==> config.mk <==
export PLATFORM = sky130hd
export DESIGN_NAME = sem_bank
export DESIGN_NICKNAME = d
export VERILOG_FILES = /design/src/rtl/sem_pkg.sv /design/src/rtl/sem_route.sv /design/src/rtl/sem_step.sv /design/src/rtl/sem_cell.sv /design/src/rtl/sem_bank.sv
export SDC_FILE = /design/constraint.sdc
export NUM_CORES = 1
export LEC_CHECK = 0
export ABC_AREA = 1
export ABC_CLOCK_PERIOD_IN_PS = 2200
export BUFFER_PORTS_ARGS = -buffer_cell sky130_fd_sc_hd__buf_2
export CORE_MARGIN = 3
export CORE_UTILIZATION = 50
export CTS_CLUSTER_DIAMETER = 200
export DETAILED_ROUTE_END_ITERATION = 10
export PLACE_DENSITY = 0.84
export SYNTH_ARGS = -nofsm -noshare
export SYNTH_HDL_FRONTEND = slang
export SYNTH_SLANG_ARGS = --single-unit
==> constraint.sdc <==
create_clock -name clk -period 2.2 [get_ports clk]
set_input_delay 0.44 -clock clk [delete_from_list [all_inputs] [get_ports clk]]
set_output_delay 0.44 -clock clk [all_outputs]
set_load 0.02 [all_outputs]
==> src/rtl/sem_pkg.sv <==
package sem_pkg;
  typedef struct packed {
    logic busy;
    logic owner;
  } sem_t;

  localparam logic PORT_A = 1'b0;
  localparam logic PORT_B = 1'b1;

  localparam int RSP_OK  = 0;
  localparam int RSP_OWN = 1;
  localparam int RSP_RES = 2;
  localparam int RSP_W   = 3;
endpackage

==> src/rtl/sem_route.sv <==
module sem_route #(
  parameter int NSEM = 8,
  parameter int IW   = $clog2(NSEM)
) (
  input  logic            a_req,
  input  logic            a_we,
  input  logic [IW-1:0]   a_idx,
  input  logic            b_req,
  input  logic            b_we,
  input  logic [IW-1:0]   b_idx,
  output logic [NSEM-1:0] a_hit,
  output logic [NSEM-1:0] b_hit,
  output logic            b_first
);
  // A write on port B against a read on port A is the only case where B goes first.
  assign b_first = b_we & ~a_we;

  for (genvar i = 0; i < NSEM; i++) begin : g_dec
    assign a_hit[i] = a_req && (a_idx == IW'(i));
    assign b_hit[i] = b_req && (b_idx == IW'(i));
  end
endmodule

==> src/rtl/sem_step.sv <==
module sem_step
  import sem_pkg::*;
(
  input  sem_t cur,
  input  logic hit,
  input  logic we,
  input  logic rel,
  input  logic port,
  output sem_t nxt,
  output logic ok
);
  always_comb begin
    nxt = cur;
    ok  = 1'b0;
    if (hit) begin
      if (we) begin
        if (cur.busy && cur.owner == port) begin
          ok = 1'b1;
          if (rel) nxt.busy = 1'b0;
        end
      end else if (!cur.busy) begin
        nxt.busy  = 1'b1;
        nxt.owner = port;
        ok        = 1'b1;
      end else if (cur.owner == port) begin
        ok = 1'b1;
      end
    end
  end
endmodule

==> src/rtl/sem_cell.sv <==
module sem_cell
  import sem_pkg::*;
(
  input  logic clk,
  input  logic rst,
  input  logic a_hit,
  input  logic a_we,
  input  logic a_rel,
  input  logic b_hit,
  input  logic b_we,
  input  logic b_rel,
  input  logic b_first,
  output sem_t a_view,
  output sem_t b_view,
  output logic a_ok,
  output logic b_ok
);
  sem_t q;
  sem_t n0, n1;
  logic ok0, ok1;
  logic h0, w0, r0, p0, h1, w1, r1, p1;

  always_comb begin
    p0 = b_first ? PORT_B : PORT_A;
    p1 = ~p0;
    h0 = b_first ? b_hit : a_hit;
    w0 = b_first ? b_we  : a_we;
    r0 = b_first ? b_rel : a_rel;
    h1 = b_first ? a_hit : b_hit;
    w1 = b_first ? a_we  : b_we;
    r1 = b_first ? a_rel : b_rel;
  end

  sem_step u_first  (.cur(q),  .hit(h0), .we(w0), .rel(r0), .port(p0), .nxt(n0), .ok(ok0));
  sem_step u_second (.cur(n0), .hit(h1), .we(w1), .rel(r1), .port(p1), .nxt(n1), .ok(ok1));

  assign a_view = b_first ? n1  : n0;
  assign b_view = b_first ? n0  : n1;
  assign a_ok   = b_first ? ok1 : ok0;
  assign b_ok   = b_first ? ok0 : ok1;

  always_ff @(posedge clk) begin
    if (rst) q <= '{busy: 1'b0, owner: PORT_A};
    else     q <= n1;
  end

  assert_reset_free_R2: assert property (@(posedge clk) rst |=> (!q.busy && q.owner == PORT_A));
  assert_idle_hold_R1: assert property (@(posedge clk) disable iff (rst)
    !(a_hit || b_hit) |=> $stable(q));
  assert_owner_claim_R3: assert property (@(posedge clk) disable iff (rst)
    (q.owner != $past(q.owner)) |-> (q.owner ? $past(b_hit) : $past(a_hit)));
  assert_claim_free_R3: assert property (@(posedge clk) disable iff (rst)
    (a_hit && !a_we && !b_hit && !q.busy) |=> (q.busy && q.owner == PORT_A));
  assert_foreign_write_a_R7: assert property (@(posedge clk) disable iff (rst)
    (a_hit && a_we && !b_hit && q.busy && q.owner == PORT_B) |=> $stable(q));
  assert_foreign_write_b_R10: assert property (@(posedge clk) disable iff (rst)
    (b_hit && b_we && !a_hit && q.busy && q.owner == PORT_A) |=> $stable(q));
endmodule

==> src/rtl/sem_bank.sv <==
module sem_bank
  import sem_pkg::*;
#(
  parameter int NSEM = 8,
  parameter int DW   = 8,
  localparam int IW  = $clog2(NSEM)
) (
  input  logic          clk,
  input  logic          rst,
  input  logic          a_req,
  input  logic          a_we,
  input  logic [IW-1:0] a_idx,
  input  logic [DW-1:0] a_wdata,
  input  logic          b_req,
  input  logic          b_we,
  input  logic [IW-1:0] b_idx,
  input  logic [DW-1:0] b_wdata,
  output logic          a_rvalid,
  output logic [DW-1:0] a_rdata,
  output logic          b_rvalid,
  output logic [DW-1:0] b_rdata
);
  logic [NSEM-1:0] a_hit, b_hit, a_ok_v, b_ok_v;
  logic            b_first;
  sem_t            a_view_v [NSEM];
  sem_t            b_view_v [NSEM];
  logic            a_rel, b_rel;
  logic [DW-1:0]   a_rsp, b_rsp;

  assign a_rel = (a_wdata == '0);
  assign b_rel = (b_wdata == '0);

  sem_route #(.NSEM(NSEM), .IW(IW)) u_route (
    .a_req(a_req), .a_we(a_we), .a_idx(a_idx),
    .b_req(b_req), .b_we(b_we), .b_idx(b_idx),
    .a_hit(a_hit), .b_hit(b_hit), .b_first(b_first)
  );

  for (genvar i = 0; i < NSEM; i++) begin : g_sem
    sem_cell u_cell (
      .clk(clk), .rst(rst),
      .a_hit(a_hit[i]), .a_we(a_we), .a_rel(a_rel),
      .b_hit(b_hit[i]), .b_we(b_we), .b_rel(b_rel),
      .b_first(b_first),
      .a_view(a_view_v[i]), .b_view(b_view_v[i]),
      .a_ok(a_ok_v[i]), .b_ok(b_ok_v[i])
    );
  end

  always_comb begin
    a_rsp = '0;
    b_rsp = '0;
    if (a_req) begin
      a_rsp[RSP_OK]  = a_ok_v[a_idx];
      a_rsp[RSP_OWN] = a_view_v[a_idx].owner;
      a_rsp[RSP_RES] = a_view_v[a_idx].busy;
    end
    if (b_req) begin
      b_rsp[RSP_OK]  = b_ok_v[b_idx];
      b_rsp[RSP_OWN] = b_view_v[b_idx].owner;
      b_rsp[RSP_RES] = b_view_v[b_idx].busy;
    end
  end

  always_ff @(posedge clk) begin
    if (rst) begin
      a_rvalid <= 1'b0;
      b_rvalid <= 1'b0;
      a_rdata  <= '0;
      b_rdata  <= '0;
    end else begin
      a_rvalid <= a_req;
      b_rvalid <= b_req;
      a_rdata  <= a_rsp;
      b_rdata  <= b_rsp;
    end
  end

  assert_rvalid_a_R11: assert property (@(posedge clk) disable iff (rst) a_req |=> a_rvalid);
  assert_quiet_a_R11: assert property (@(posedge clk) disable iff (rst)
    !a_req |=> (!a_rvalid && a_rdata == '0));
  assert_rvalid_b_R10: assert property (@(posedge clk) disable iff (rst) b_req |=> b_rvalid);
  assert_single_grant_R9: assert property (@(posedge clk) disable iff (rst)
    (a_req && b_req && !a_we && !b_we && a_idx == b_idx) |=> (a_rdata[RSP_OK] != b_rdata[RSP_OK]));
  assert_write_first_R8: assert property (@(posedge clk) disable iff (rst)
    (a_req && !a_we && b_req && b_we && a_idx == b_idx && b_wdata == '0)
    |=> (!b_rdata[RSP_OK] || a_rdata[RSP_OK]));
endmodule

== After elaboration in Yosys (flattened, before gate mapping) ==
Cells that the tools add are included.

* $lt $le $gt $ge: 4
* Equal/unequal tests: 30
* Multiplexer cells: 239
* Bitwise logic cells: 7
* Reductions and logical operators: 38

{| class="wikitable"
|+ Operator list
! cell !! count
|-
| $mux 1 || 199
|-
| $mux 2 || 36
|-
| $logic_and 1x1->1 || 32
|-
| $eq 3x3->1 const B || 8
|-
| $eq 1x1->1 || 16
|-
| $logic_not 8->1 || 2
|-
| $bmux 2 s3 || 2
|-
| $eq 3x2->1 const B || 4
|-
| $ge 4x4->1 const B || 2
|-
| $lt 3x4->1 const B || 2
|-
| $not 3->4 || 2
|-
| $bmux 1 s3 || 2
|-
| $eq 3x1->1 const B || 2
|-
| $logic_not 3->1 || 2
|-
| $not 1->1 || 4
|-
| $reduce_or 2->1 || 2
|-
| $and 1x1->1 || 1
|}

* Register bits: 34
* Input port bits: 28
* Output and inout bits: 18
* Word-level logic and storage cells: 340

== Depth between registers and ports, before layout ==
Gate-level depths: netlist (run 1).

* Depth in word-level cells: 17
* Gate-level depth with buffers: 19
* Depth with buffers taken out: 17

== Hierarchy ==
From an unflattened synthesis (run 1), not the netlist that was laid out.

* Cell total of the unflattened synthesis: 839
* Area, all modules: 3882.5 um^2

{| class="wikitable"
|+ Modules (own cells, without submodules)
! module !! instances !! cells an instance !! area an instance (um^2) !! seq. area each (um^2)
|-
| sem_cell || 8 || 45 || 212.7 || 40.0
|-
| sem_step || 16 || 16 || 68.8 || 0.0
|-
| sem_bank || 1 || 187 || 944.7 || 160.2
|-
| sem_route || 1 || 36 || 135.1 || 0.0
|}

== Least setup slack after synthesis (run 1) ==
Ideal clock, no wire load.

* Path type: input-to-reg
* Start: in a_we
* End: reg b_rdata[2]
* Library setup time: 0.116 ns
* Arrival time: 1.792 ns
* Data required time: 2.084 ns
* Setup slack: 0.292 ns
* Stages on the path: 14
* Path buffers: 2
* Path through: buf_6 inv_1 nand2_2 buf_2 o21ai_0 nand3_1 nand2_2 nand2_1 nand2_1 nand3_1 nand2_1 nand2_1 o21ai_0 nor2_1

* Word-level cells in the longest chain between the ends: 16
* Elaborated cells on any way between the ends: 147
* Those cells by class: eq/ne (16); mux (112); bitwise (3); reduce/logical (16)

{| class="wikitable"
|+ Ends and longest elaborated chain
! element !! line !! source
|-
| start: declaration || sem_bank.sv:11 || <nowiki>input logic a_we,</nowiki>
|-
| $not 1->1 || sem_route.sv:16 || <nowiki>assign b_first = b_we & ~a_we;</nowiki>
|-
| $and 1x1->1 || sem_route.sv:16 ||
|-
| $mux 1 || sem_cell.sv:24 || <nowiki>p0 = b_first ? PORT_B : PORT_A;</nowiki>
|-
| $eq 1x1->1 || sem_step.sv:17 || <nowiki>if (cur.busy && cur.owner == port) begin</nowiki>
|-
| $logic_and 1x1->1 || sem_step.sv:17 ||
|-
| $mux 1 || sem_step.sv:17 ||
|-
| $mux 1 || sem_step.sv:16 || <nowiki>if (we) begin</nowiki>
|-
| $mux 2 || sem_step.sv:15 || <nowiki>if (hit) begin</nowiki>
|-
| $mux 1 / $logic_and 1x1->1 (equally long branches) || sem_step.sv:19, sem_step.sv:17 ||
|-
| $mux 1 || sem_step.sv:17 ||
|-
| $mux 1 || sem_step.sv:16 ||
|-
| $mux 2 || sem_step.sv:15 ||
|-
| $mux 2 || sem_cell.sv:38 || <nowiki>assign b_view = b_first ? n0 : n1;</nowiki>
|-
| $bmux 2 s3 * || sem_bank.sv:61 || <nowiki>b_rsp[RSP_RES] = b_view_v[b_idx].busy;</nowiki>
|-
| $mux 2 (implied by the code) * (2 in series) || sem_bank.sv:61 ||
|-
| end signal: assignment || sem_bank.sv:75 || <nowiki>b_rdata <= b_rsp;</nowiki>
|-
| end: declaration || sem_bank.sv:21 || <nowiki>output logic [DW-1:0] b_rdata</nowiki>
|}

Every way passes the cells marked *; elsewhere a longest branch is shown, timed or not. The select of a mux whose other input is x is not followed.
A chain may end at the register's enable or synchronous reset.

== Final worst setup path (run 1) ==
* Start: in a_we
* End: reg a_rdata[2]

* Word-level cells in the longest chain between the ends: 16
* Elaborated cells on any way between the ends: 147
* Those cells by class: eq/ne (16); mux (112); bitwise (3); reduce/logical (16)

{| class="wikitable"
|+ Ends and longest elaborated chain
! element !! line !! source
|-
| $not 1->1 || sem_route.sv:16 ||
|-
| $and 1x1->1 || sem_route.sv:16 ||
|-
| $mux 1 || sem_cell.sv:24 ||
|-
| $eq 1x1->1 || sem_step.sv:17 ||
|-
| $logic_and 1x1->1 || sem_step.sv:17 ||
|-
| $mux 1 || sem_step.sv:17 ||
|-
| $mux 1 || sem_step.sv:16 ||
|-
| $mux 2 || sem_step.sv:15 ||
|-
| $mux 1 / $logic_and 1x1->1 (equally long branches) || sem_step.sv:19, sem_step.sv:17 ||
|-
| $mux 1 || sem_step.sv:17 ||
|-
| $mux 1 || sem_step.sv:16 ||
|-
| $mux 2 || sem_step.sv:15 ||
|-
| $mux 2 || sem_cell.sv:37 || <nowiki>assign a_view = b_first ? n1 : n0;</nowiki>
|-
| $bmux 2 s3 * || sem_bank.sv:56 || <nowiki>a_rsp[RSP_RES] = a_view_v[a_idx].busy;</nowiki>
|-
| $mux 2 (implied by the code) * (2 in series) || sem_bank.sv:56 ||
|-
| end signal: assignment || sem_bank.sv:74 || <nowiki>a_rdata <= a_rsp;</nowiki>
|-
| end: declaration || sem_bank.sv:19 || <nowiki>output logic [DW-1:0] a_rdata,</nowiki>
|}

Marks and branches as above.

==> results.sh, run 1 <==
export IMPL_setup_ws_ns=0.0805
export IMPL_dr_first_iter_drc_count=361
export IMPL_dpl_hpwl_mm=9.04
export IMPL_synth_top_area_frac=0.257
export IMPL_yosysUniqueCellTypes=31
export IMPL_grt_ovfl_total=0
export IMPL_fillers=556
export IMPL_fp_dieArea_um2=6750
export IMPL_hp_class="primary input to flop"
export IMPL_setup_tns_ns=0
export IMPL_hold_viol_final=0
export IMPL_synth_enable_flop_cells=0
export IMPL_wl_per_cell_um=15.5
export IMPL_yosysSeqAreaShare=0.166
export IMPL_fin_nets=698
export IMPL_fin_worst_skew_ns=0.00348
export IMPL_drive_gt1_frac=0.218
export IMPL_fin_crit_ns=2.12
export IMPL_required_ns=2.39
export IMPL_ys_warn_count=0
export IMPL_synthAdderAreaFrac=0
export IMPL_synth_ff_type="dfxtp_1"
export IMPL_min_period_over_period=0.963
export IMPL_cap_viol_max_count=0
export IMPL_synth_seq_cells=24
export IMPL_port_buffers=35
export IMPL_die_y_um=82.2
export IMPL_cts_root_buf="clkbuf_8"
export IMPL_ant_nets=0
export IMPL_grtUsageTotal=0.343
export IMPL_grt_max_degree=17
export IMPL_yosysMostFrequentCell="nand2_1"
export IMPL_critPathKind="primary input to flop"
export IMPL_synth_xor_area_frac=0.00604
export IMPL_cp_max_fo=7
export IMPL_synth_area_um2=2900
export IMPL_core_um2=5570
export IMPL_synth_largest_area_cell="nand2_1"
export IMPL_peakVddDrop_mv=0.267
export IMPL_via_per_inst=5.51
export IMPL_syn_avg_cell_area_um2=5.12
export IMPL_grt_pass1_wl_mm=17.5
export IMPL_synth_top_family_by_area="simple AND/OR/NAND/NOR gates"
export IMPL_synthCells=567
export IMPL_power_density_nw_per_um2=389
export IMPL_leakagePower_nw=2.08
export IMPL_num_rows=27
export IMPL_worstPathArrival_ns=2.31
export IMPL_route_detailed_drc=0
export IMPL_max_clock_freq_ghz=0.472
export IMPL_clock_sinks=24
export IMPL_cts_tree="built"
export IMPL_areaGrowthSynthToFinish_pct=30.1
export IMPL_status="finished, final reports clean"
export IMPL_async_reset_ff_frac=0
export IMPL_num_vias=4086
export IMPL_clk_pin_slew_worst_paths_ns=0.11
export IMPL_yosys_area_share_simple=0.519
export IMPL_gp_congestion=1.05
export IMPL_synth_area_top_cells="nand2_1 26%, dfxtp_1 17%, nand3_1 11%, nor2_1 8.7%, inv_1 8.4%"
export IMPL_setup_viol=0
export IMPL_clock_path_buffers=2
export IMPL_n_antenna_cell=0
export IMPL_muxShareOfSynthArea=0
export IMPL_initial_utilization=0.521
export IMPL_firstDrtPassIters=5
export IMPL_finalPower_mw=1.47
export IMPL_io_pins=46
export IMPL_synth_compound_area_frac=0.162
export IMPL_synth_commonest_cells="199 x nand2_1, 67 x nor2_1, 65 x inv_1"
export IMPL_htreeDepth=1
export IMPL_multiInputGateArea_um2=2070
export IMPL_grt_pass1_vias=3683
export IMPL_antenna_found_initial=0
export IMPL_crit_path_end_kind="flop"
export IMPL_seqCellArea_um2=480
export IMPL_wl_mm=11.5
export IMPL_die_w_um=82.2
export IMPL_cts_inserted_buffers=3
export IMPL_dp_slack_ns=-0.271
export IMPL_utilization=0.677
export IMPL_clock_latency_ns=0.29
export IMPL_slew_violations=0
export IMPL_cp_start_kind="primary input"
[layout by cell type, fill, tap and decap left out]
cell type  count
o21bai_4       1
a31oi_1        2
xnor2_1        1
a21oi_2        1
o211a_1        1
nand3_2        1
nor2_1        65
and2_1         1
buf_6          2
buf_12         2
xor2_1         1
and3_1         4
buf_2         35
o21ai_2        5
bufinv_16      1
nand4_1        9
clkbuf_8       3
nor2_4         2
o21ai_1       11
nand2_1      199
conb_1        10
or2_1          1
dfxtp_1       24
inv_1         65
a211oi_1       2
nor2_2         3
nand3_1       63
nand2_2        7
or2_2          4
o2111ai_1      1
a21oi_1       31
buf_4         76
inv_2          2
nand2_4        1
o21ai_0       32
[stage by stage]
| step | instance area (um^2) | hold slack [ns] | std cells |
|---|---|---|---|
| 2_1_floorplan | 2940 | 0.541 | 576 |
| 3_3_place_gp | 3630 | 0.640 | 733 |
| 3_5_place_dp | 3630 | 0.640 | 733 |
| 4_1_cts | 3700 | 0.473 | 737 |
| 5_1_grt | 3780 | 0.501 | 741 |
| 6_report | 3780 | 0.478 | 741 |
[where the power goes]
part / internal [mW] / total (mW) / leakage, nW / switching (mW)
Combinational: 0.216 / 0.567 / 1.85 / 0.351
Clock: 0.244 / 0.428 / 0.0357 / 0.184
Sequential: 0.457 / 0.474 / 0.196 / 0.0171
[repair_timing]
| action | CTS | global route |
|---|---|---|
| setup buffers | 0 | 3 |
| endpoints found under the setup margin | 0 | 6 |
| hold buffers | 0 | 0 |
| resized for setup | 0 | 15 |
[worst paths after layout]
check / start / end / slack (ns) / cells past startpoint
worst max register to register: g_sem[6].u_cell.q[0] / a_rdata[2] / 0.39 / 14
worst min-delay path: b_req / b_rvalid / 0.48 / 3
worst min register to register: g_sem[5].u_cell.q[0] / g_sem[5].u_cell.q[0] / 0.66 / 4
worst max-delay path: a_we / a_rdata[2] / 0.08 / 17
[state kept, by name, summed over array words and instances (netlist names)]
name	flops
g_sem.u_cell.q	16
b_rdata	3
a_rdata	3
a_rvalid	1
b_rvalid	1
[routing by layer]
metal,global-route usage,vias to the layer above,part of all wire
met4,0.156,0,0.052
met5,0,-,0
met1,0.433,1791,0.39
met2,0.569,251,0.46
li1,-,1987,-
met3,0.0575,57,0.10
[area by class of cell]
cell class | instances | area share
Sequential cell | 24 | 0.127
Inverter | 67 | 0.0666
Timing Repair Buffer | 115 | 0.214
Multi-Input combinational cell | 459 | 0.549
Tap cell | 72 | 0.0239
Clock buffer | 3 | 0.0109
Clock inverter | 1 | 0.00795
[critical path, cell delays in order]
cell      delay, ns
buf_2          0.16
inv_1          0.08
nand2_2        0.13
buf_4          0.17
nand2_1        0.05
nand2_1        0.08
inv_1          0.04
nor2_1         0.09
nand2_1        0.06
nand2_2        0.10
nand2_1        0.11
nand2_1        0.15
nand3_2        0.17
o21bai_4       0.18
nand2_1        0.06
nor2_1         0.15
nor2_1         0.06
[kinds of logic (layout without fill, tap and decap cells)]
kind of cell              count (synthesis)  in the layout
buffers and inverters                    94            186
other                                     1             10
and+or+nand+nor                         359            360
DFF                                      24             24
xor gates and xnor gates                  2              2
AOI/OAI and AO/OA                        87             87
No activity file was read; power rests on OpenSTA's default activity.
==> run 2: changes to the inputs <==
--- a/config.mk
+++ b/config.mk
@@ -5,14 +5,13 @@
 export SDC_FILE = /design/constraint.sdc
 export NUM_CORES = 1
 export LEC_CHECK = 0
-export ABC_AREA = 1
 export ABC_CLOCK_PERIOD_IN_PS = 2200
 export BUFFER_PORTS_ARGS = -buffer_cell sky130_fd_sc_hd__buf_2
 export CORE_MARGIN = 3
 export CORE_UTILIZATION = 50
 export CTS_CLUSTER_DIAMETER = 200
 export DETAILED_ROUTE_END_ITERATION = 10
-export PLACE_DENSITY = 0.84
+export PLACE_DENSITY = 0.83
 export SYNTH_ARGS = -nofsm -noshare
 export SYNTH_HDL_FRONTEND = slang
 export SYNTH_SLANG_ARGS = --single-unit
==> run 2 against run 1 <==
The run now ends with setup timing left. Combinational power is 27% higher. Synthesized cell count down 17%. Clock skew hardly changed. First-iteration DRC count is 59% higher. Total power rose by 12%. Clock-buffer cell count unchanged. Synthesized area is 8.6% higher. Flip-flop and latch count unchanged. Via count grew 20%. Final cell count decreased by 4.0%. Core utilization increased by 9.0 points.
==> results.sh, run 2 <==
export IMPL_min_to="g_sem[0].u_cell.q[0]"
export IMPL_hp_class="primary input to flop"
export IMPL_synthCells=472
export IMPL_setup_ws_ns=-0.399
export IMPL_multiInputGateArea_um2=2460
export IMPL_seqCellArea_um2=480
export IMPL_synth_enable_flop_cells=0
export IMPL_clock_latency_ns=0.29
export IMPL_via_per_inst=6.89
export IMPL_num_vias=4901
export IMPL_reg_top3="g_sem.u_cell.q x16, a_rdata x3, b_rdata x3"
export IMPL_max_clock_freq_ghz=0.385
export IMPL_wl_per_cell_um=21.7
export IMPL_dpl_hpwl_mm=11.7
export IMPL_rsz0062_at_grt="true"
export IMPL_ant_nets=0
export IMPL_worstPathArrival_ns=2.78
export IMPL_grt_pass1_wl_mm=23.4
export IMPL_timing_rr_start="g_sem[0].u_cell.q[0]"
export IMPL_drive_gt1_frac=0.371
export IMPL_yosysUniqueCellTypes=70
export IMPL_firstDrtPassIters=7
export IMPL_htreeDepth=1
export IMPL_fp_dieArea_um2=7290
export IMPL_postCtsHoldBufs=0
export IMPL_clk_pin_slew_worst_paths_ns=0.11
export IMPL_yosysMostFrequentCell="nor2_1"
export IMPL_whs_ns=0.414
export IMPL_die_w_um=85.4
export IMPL_async_reset_ff_frac=0
export IMPL_yosysSeqAreaShare=0.152
export IMPL_fin_crit_ns=2.60
export IMPL_setup_tns_ns=-2.20
export IMPL_ff2ff_setup_slack_ns=-0.01
export IMPL_core_um2=6030
export IMPL_synth_largest_area_cell="dfxtp_1"
export IMPL_route_detailed_drc=0
export IMPL_initial_utilization=0.523
export IMPL_worstMarginPinSlew_ns=0.686
export IMPL_hold_viol_final=0
export IMPL_min_period_over_period=1.18
export IMPL_cp_start_kind="primary input"
export IMPL_ys_warn_count=0
export IMPL_cp_common_cell="or4_4"
export IMPL_rr_worst_depth=7
export IMPL_required_ns=2.39
export IMPL_layout_common_cells="169 x buf_4, 44 x nor2_1, 40 x o21ai_0, 38 x a21oi_1, 37 x nand2_1"
export IMPL_grt_max_degree=22
export IMPL_crit_path_top_delay_cell="or4_4"
export IMPL_power_density_nw_per_um2=356
export IMPL_path_cells="buf_6 -> or4_4 -> or4_4 -> a221o_2 -> a221o_1 -> a21oi_1 -> o211ai_1 -> o311a_1"
export IMPL_cts_root_buf="clkbuf_8"
export IMPL_hp_start="rst"
export IMPL_num_rows=28
export IMPL_cap_viol_max_count=0
export IMPL_setup_viol=8
export IMPL_cp_max_fo=6
export IMPL_grt_ovfl_total=0
export IMPL_cts_inserted_buffers=3
export IMPL_cts_tree="built"
export IMPL_gp_congestion=1.05
export IMPL_wl_mm=15.4
export IMPL_max_stage_delay_ns=0.55
export IMPL_grt_pass1_vias=4439
export IMPL_port_buffers=35
export IMPL_slew_violations=0
export IMPL_antenna_found_initial=0
export IMPL_areaGrowthSynthToFinish_pct=46.7
export IMPL_critPathKind="primary input to flop"
export IMPL_synth_ff_type="dfxtp_1"
export IMPL_reg2reg_to="a_rdata[1]"
export IMPL_layout_commonest_cell="buf_4"
export IMPL_clock_sinks=24
export IMPL_synth_seq_cells=24
export IMPL_fin_nets=665
export IMPL_finalPower_mw=1.65
export IMPL_synth_commonest_cells="46 x nor2_1, 43 x o21ai_0, 38 x a21oi_1"
export IMPL_peakVddDrop_mv=0.266
export IMPL_synth_top_area_frac=0.152
export IMPL_io_pins=46
export IMPL_status="complete, but fails checks"
export IMPL_crit_path_end_kind="flop"
export IMPL_violations="setup timing"
export IMPL_timing_slew_headroom=0.531
export IMPL_largest_register_ffs=16
export IMPL_dr_first_iter_drc_count=575
export IMPL_synth_area_um2=3150
export IMPL_worstHoldPathCells=2
export IMPL_leakagePower_nw=1.92
export IMPL_grtUsageTotal=0.405
export IMPL_utilization=0.767
export IMPL_clock_path_buffers=2
export IMPL_die_y_um=85.4
export IMPL_syn_avg_cell_area_um2=6.68
export IMPL_n_antenna_cell=0
export IMPL_fin_worst_skew_ns=0.00357
export IMPL_synth_area_top_cells="dfxtp_1 15%, o21ai_0 6.8%, a21oi_1 6.0%, nor2_1 5.5%, nand2_1 4.4%"
export IMPL_fillers=470
export IMPL_regMostFlops="g_sem.u_cell.q"
run 2: cells by family after synthesis:
group | after synthesis | share of synthesized area
muxes | 2 | 0.00635
AOI/OAI and AO/OA | 189 | 0.414
buffers and inverters | 68 | 0.0973
other | 1 | 0.00119
and+or+nand+nor | 188 | 0.329
DFF | 24 | 0.152
run 2: cell type report:
class | count | area share
Clock buffer | 3 | 0.00893
Inverter | 15 | 0.0122
Clock inverter | 1 | 0.00650
Sequential cell | 24 | 0.104
Tap cell | 75 | 0.0203
Multi-Input combinational cell | 389 | 0.532
Timing Repair Buffer | 204 | 0.316
run 2: timing repair:
action	CTS	global route
resized for setup	1	17
endpoints found under the setup margin	8	16
pin swaps	1	5
setup buffers	0	2
run 2: layer usage:
layer / track usage / part of all wire
met1: 0.556 / 0.39
met5: 0 / 0
met4: 0.168 / 0.054
met2: 0.598 / 0.40
met3: 0.104 / 0.15
run 2: critical path, delay by kind of cell:
family / cells / cell delay, ns
buffers and inverters: 1 / 0.09
AO/OA/AOI/OAI: 5 / 1.16
AND/OR/NAND/NOR: 2 / 1.09
run 2: stage by stage:
stage / cell area (um^2) / instances / setup WS (ns)
2_1_floorplan: 3190 / 481 / -0.399
3_3_place_gp: 4460 / 705 / -0.634
3_5_place_dp: 4460 / 705 / -0.665
4_1_cts: 4540 / 709 / -0.347
5_1_grt: 4620 / 711 / -0.428
6_report: 4620 / 711 / -0.399
run 2: how the worst max path moves through the flow:
stage | depth (start not counted) | end | startpoint
2_1_floorplan | 7 | b_rdata[2] | a_wdata[7]
3_3_place_gp | 10 | b_rdata[0] | b_we
3_5_place_dp | 8 | b_rdata[0] | a_wdata[7]
4_1_cts | 8 | b_rdata[0] | a_wdata[4]
5_1_grt | 8 | b_rdata[2] | a_wdata[4]
6_report | 8 | b_rdata[2] | a_wdata[4]
run 2: power by group:
| group | internal (mW) | switching, mW | total [mW] |
|---|---|---|---|
| registers | 0.457 | 0.0341 | 0.491 |
| clock network | 0.244 | 0.192 | 0.436 |
| logic | 0.324 | 0.396 | 0.719 |
| total | 1.02 | 0.621 | 1.65 |
